==> src/rtl/dbg_entry_pkg.sv <==
package dbg_entry_pkg;

  // Source of a debug-mode entry, in decreasing priority order after NONE
  typedef enum logic [1:0] {
    SRC_NONE = 2'd0,
    SRC_DBLF = 2'd1,
    SRC_BGND = 2'd2,
    SRC_BRKP = 2'd3
  } entry_src_e;

endpackage

==> src/rtl/dbg_fault_run.sv <==
// Counts bus faults that arrive with no good bus cycle between them and
// reports when the run reaches the configured limit.
module dbg_fault_run #(
  parameter int FAULT_LIMIT = 2
) (
  input  logic clk,
  input  logic rst,
  input  logic en,
  input  logic bus_fault,
  input  logic bus_ok,
  output logic dbl_fault
);

  localparam int CNT_W = $clog2(FAULT_LIMIT + 1);
  localparam logic [CNT_W-1:0] LAST = CNT_W'(FAULT_LIMIT - 1);

  logic [CNT_W-1:0] run_cnt;

  assign dbl_fault = en && bus_fault && (run_cnt == LAST);

  always_ff @(posedge clk) begin
    if (rst || !en) begin
      run_cnt <= '0;
    end else if (bus_fault) begin
      if (run_cnt == LAST) run_cnt <= '0;
      else                 run_cnt <= run_cnt + 1'b1;
    end else if (bus_ok) begin
      run_cnt <= '0;
    end
  end

endmodule

==> src/rtl/dbg_cause_sel.sv <==
// Picks the winning entry cause and forms its code.
module dbg_cause_sel
  import dbg_entry_pkg::*;
#(
  parameter int CODE_W = 32,
  parameter int SSW_W  = 16
) (
  input  logic              dbl,
  input  logic              bgnd,
  input  logic              brk,
  input  logic              dbg_en,
  input  logic [SSW_W-1:0]  ssw,
  output logic              go_dbg,
  output logic              go_halt,
  output logic [CODE_W-1:0] code
);

  localparam int LOW_W = CODE_W - SSW_W;

  entry_src_e src;

  always_comb begin
    src = SRC_NONE;
    if (dbl)                src = SRC_DBLF;
    else if (bgnd && dbg_en) src = SRC_BGND;
    else if (brk && dbg_en)  src = SRC_BRKP;
  end

  always_comb begin
    case (src)
      SRC_DBLF: code = {ssw, {LOW_W{1'b1}}};
      SRC_BGND: code = CODE_W'(1);
      default:  code = '0;
    endcase
  end

  assign go_dbg  = (src != SRC_NONE) && dbg_en;
  assign go_halt = (src == SRC_DBLF) && !dbg_en;

endmodule

==> src/rtl/dbg_entry_ctrl.sv <==
module dbg_entry_ctrl #(
  parameter int CODE_W      = 32,
  parameter int SSW_W       = 16,
  parameter int PC_W        = 32,
  parameter int FAULT_LIMIT = 2
) (
  input  logic              clk,
  input  logic              rst,
  input  logic              bus_fault,
  input  logic              bus_ok,
  input  logic              bgnd_dec,
  input  logic              brk_req,
  input  logic              dbg_en,
  input  logic [SSW_W-1:0]  ssw,
  input  logic              reset_fetch,
  input  logic              resume,
  output logic              freeze,
  output logic              halt,
  output logic [CODE_W-1:0] cause_code,
  output logic              pc_force,
  output logic [PC_W-1:0]   pc_value
);

  logic              active;
  logic              dbl;
  logic              go_dbg;
  logic              go_halt;
  logic [CODE_W-1:0] new_code;

  assign active = !(freeze || halt);

  dbg_fault_run #(
    .FAULT_LIMIT(FAULT_LIMIT)
  ) u_run (
    .clk      (clk),
    .rst      (rst),
    .en       (active),
    .bus_fault(bus_fault),
    .bus_ok   (bus_ok),
    .dbl_fault(dbl)
  );

  dbg_cause_sel #(
    .CODE_W(CODE_W),
    .SSW_W (SSW_W)
  ) u_sel (
    .dbl    (dbl),
    .bgnd   (bgnd_dec && active),
    .brk    (brk_req && active),
    .dbg_en (dbg_en),
    .ssw    (ssw),
    .go_dbg (go_dbg),
    .go_halt(go_halt),
    .code   (new_code)
  );

  always_ff @(posedge clk) begin
    if (rst) begin
      freeze     <= 1'b0;
      halt       <= 1'b0;
      cause_code <= '0;
      pc_force   <= 1'b0;
      pc_value   <= '0;
    end else begin
      pc_force <= 1'b0;
      pc_value <= '0;
      if (!active) begin
        if (resume) begin
          freeze <= 1'b0;
          halt   <= 1'b0;
        end
      end else begin
        if (go_dbg) begin
          freeze     <= 1'b1;
          cause_code <= new_code;
        end
        if (go_halt) halt <= 1'b1;
        if (dbl && reset_fetch) begin
          pc_force <= 1'b1;
          pc_value <= '1;
        end
      end
    end
  end

endmodule

==> config.mk <==
export PLATFORM = sky130hd
export DESIGN_NAME = dbg_entry_ctrl
export DESIGN_NICKNAME = d
export VERILOG_FILES = /design/src/rtl/dbg_entry_pkg.sv /design/src/rtl/dbg_fault_run.sv /design/src/rtl/dbg_cause_sel.sv /design/src/rtl/dbg_entry_ctrl.sv
export SDC_FILE = /design/constraint.sdc
export NUM_CORES = 1
export LEC_CHECK = 0
export ABC_CLOCK_PERIOD_IN_PS = 3250
export CAP_MARGIN = 20
export CORE_MARGIN = 5
export CORE_UTILIZATION = 53
export DETAILED_ROUTE_END_ITERATION = 6
export DONT_BUFFER_PORTS = 1
export PLACE_DENSITY = 0.79
export SYNTH_ARGS = -nofsm -noshare
export SYNTH_HDL_FRONTEND = slang
export SYNTH_HIERARCHICAL = 1
export SYNTH_SLANG_ARGS = --single-unit
==> constraint.sdc <==
create_clock -name clk -period 3.25 [get_ports clk]
set_clock_uncertainty 0.1 [all_clocks]
set_input_delay 0.1625 -clock clk [delete_from_list [all_inputs] [get_ports clk]]
set_output_delay 0.1625 -clock clk [all_outputs]
set_load 0.01 [all_outputs]
==> results.toml <==
[outcome]
status = "finished clean"

[run]
max-cap-violations = 0

[grt]
grt_pass1_vias = 1244
grt_pass1_wl_mm = 6.18
antenna_found_initial = 0
grt_max_degree = 69
grt_usage_pct = 14.8
overflow = 0

[place]
dp_hpwl_mm = 2.41
dp_cells = 228
gp_congestion = 0.740
port_buffers = 0

[finish]
fillers = 387
syn_to_final_growth_pct = -8.71
multi_input_area_um2 = 1030
layoutNonFillerInstCount = 243
num_antenna_cells = 0
nets = 219
layout_common_cells = "nand2b_1, dfxtp_1, mux2i_1"
final_common_cell = "nand2b_1"
drive_gt1_share_pct = 13.0
seqCellArea_um2 = 744

[synth]
synth-seq-cells = 37
synthCells = 234
yosysUniqueCellTypes = 27
syn_area_per_cell_um2 = 9.52
yosysWarnings = 6
mappedNetlistArea_um2 = 2230
syn-num-nets = 261
yosysSeqAreaShare_pct = 33.3

[pwr]
p_leak_nw = 0.703
ir_worst_vdd_uv = 213
power.density_nw_per_um2 = 450

[worst_setup_path]
rrSetupSlack_ps = 660
end_kind = "flop"
critPathLaunchType = "flop"
worstSetupPathType = "flop to flop"
cp.required_ps = 3360
path_max_fanout = 29
arrival_ps = 2700

[clock_tree]
cts_resized = 0
clk-insertion-delay-late_ps = 290
cts.clk_slew.worst_paths_ps = 70
cts_buffer_depth = 2
cts_tree = "built"
cts_max_level = 2
cts_buffers = 5
cts.sinks = 37
root_buffer = "clkbuf_8"

[floorplanning]
die_area_um2 = 5600
die_width_um = 74.8
rows = 23
core_um2 = 4030
initial_core_util_pct = 55.3
num_io_pins = 92
die_h_um = 74.8

[sta]
rsz0062_at_grt = "false"
min_period_ps = 2590
final_max_slew_viol_count = 0
tns_ps = 0
setup_viol = 0
worst_pin_slew_ps = 943
fmax_mhz = 386
finalHoldViolCount = 0
period_share_pct = 79.6
relSlewSlack_pct = 37.4

[detailed_routing]
drt_iter0_markers = 47
routedWlPerCell_um = 15.6
dr.pass1.iters = 5
routed_wl_mm = 3.80
antenna_left = 0
drc_errors = 0
route.vias.total = 1226
vias_per_cell = 5.05

[worst_hold_path]
hold_class = "input port to flop"
-- flip-flops by register name, summed over array words and instances, names as in the netlist --
signal         flops
halt               1
cause_code        32
u_run/run_cnt      2
freeze             1
pc_value           1
-- synth_stat cells --
library cell	number	share of area [%]
nand2b_1	67	19
and2_1	6	1.7
nor3b_2	1	0.56
or2_1	1	0.28
buf_2	2	0.45
o21ai_0	1	0.22
a21oi_2	1	0.39
dfxtp_1	37	33
buf_4	46	16
ha_1	2	1.1
o21a_1	1	0.34
nand2_1	1	0.17
nor2_1	2	0.34
buf_12	3	2.7
a211oi_1	1	0.34
nor2b_1	2	0.56
clkbuf_1	5	0.84
and4b_1	1	0.45
mux2i_1	32	14
a21oi_1	1	0.22
and2_2	12	4.0
inv_1	2	0.34
or3b_1	2	0.79
o211ai_1	1	0.34
o21ba_2	1	0.45
buf_6	2	1.0
and4_1	1	0.39
-- worst max-delay path: stages (launching register included) --
cell and delay (ps):
dfxtp_1 500, nor2_1 140, and4_1 230, inv_1 110
o211ai_1 120, ha_1 200, nor2b_1 150, nor3b_4 430
buf_12 280, mux2i_1 210
-- routing by layer --
metal	vias up	track usage (%)	part of all wire, %
met3	5	8.81	12
li1	613	-	-
met2	56	21.6	45
met1	552	17.7	42
met4	0	5.93	1.0
met5	-	0	0
-- layout make-up --
cell class / instances / share of cell area [%]
well taps: 50 / 3.08
inverters: 2 / 0.369
repair buffers: 9 / 5.29
clock inverters: 1 / 0.308
flip-flops and latches: 37 / 36.6
clock buffers: 7 / 3.75
multi-input cells: 137 / 50.6
-- path summary, 6_finish.rpt --
| check | startpoint | end | depth (start not counted) |
|---|---|---|---|
| max reg2reg | halt$_SDFFE_PP0P_ | cause_code[21]$_SDFFE_PP0P_ | 9 |
| min reg2reg | cause_code[3]$_SDFFE_PP0P_ | cause_code[3]$_SDFFE_PP0P_ | 2 |
| min | resume | freeze$_SDFFE_PP0P_ | 2 |
| max | halt$_SDFFE_PP0P_ | cause_code[21]$_SDFFE_PP0P_ | 9 |
-- stage by stage --
| stage | hold slack (ps) | total power, mW | worst slack (ps) | instance area (um^2) | utilization, % |
|---|---|---|---|---|---|
| final | 26.7 | 0.915 | 662 | 2030 | 50.5 |
| after global placement | 136 | 0.596 | 815 | 1870 | 46.4 |
| after detailed placement | 142 | 0.598 | 738 | 1870 | 46.4 |
| after global routing | 7.38 | 0.965 | 472 | 2030 | 50.5 |
| after CTS | 18.1 | 0.925 | 706 | 2030 | 50.5 |
| after floorplan | 237 | 0.631 | 1130 | 2230 | - |
-- power breakdown --
part | internal (mW) | switching, mW | leakage (nW)
clock network | 0.152 | 0.159 | 0.0428
logic | 0.0617 | 0.0578 | 0.361
registers | 0.464 | 0.0198 | 0.300
-- kinds of logic after synthesis --
kind of cell               count (synthesis)  synth area share, %
buffers and inverters                     60                 20.8
AOI/OAI and AO/OA                          7                 2.30
adders and majority gates                  2                 1.12
DFF                                       37                 33.3
muxes                                     32                 14.4
and+or+nand+nor                           96                 28.1
-- timing repair --
action / in CTS / in global routing
hold buffers: 7 / 0
endpoints found under the hold margin: 37 / 0
setup buffers: 0 / 0
(Power assumes the default switching activity.)
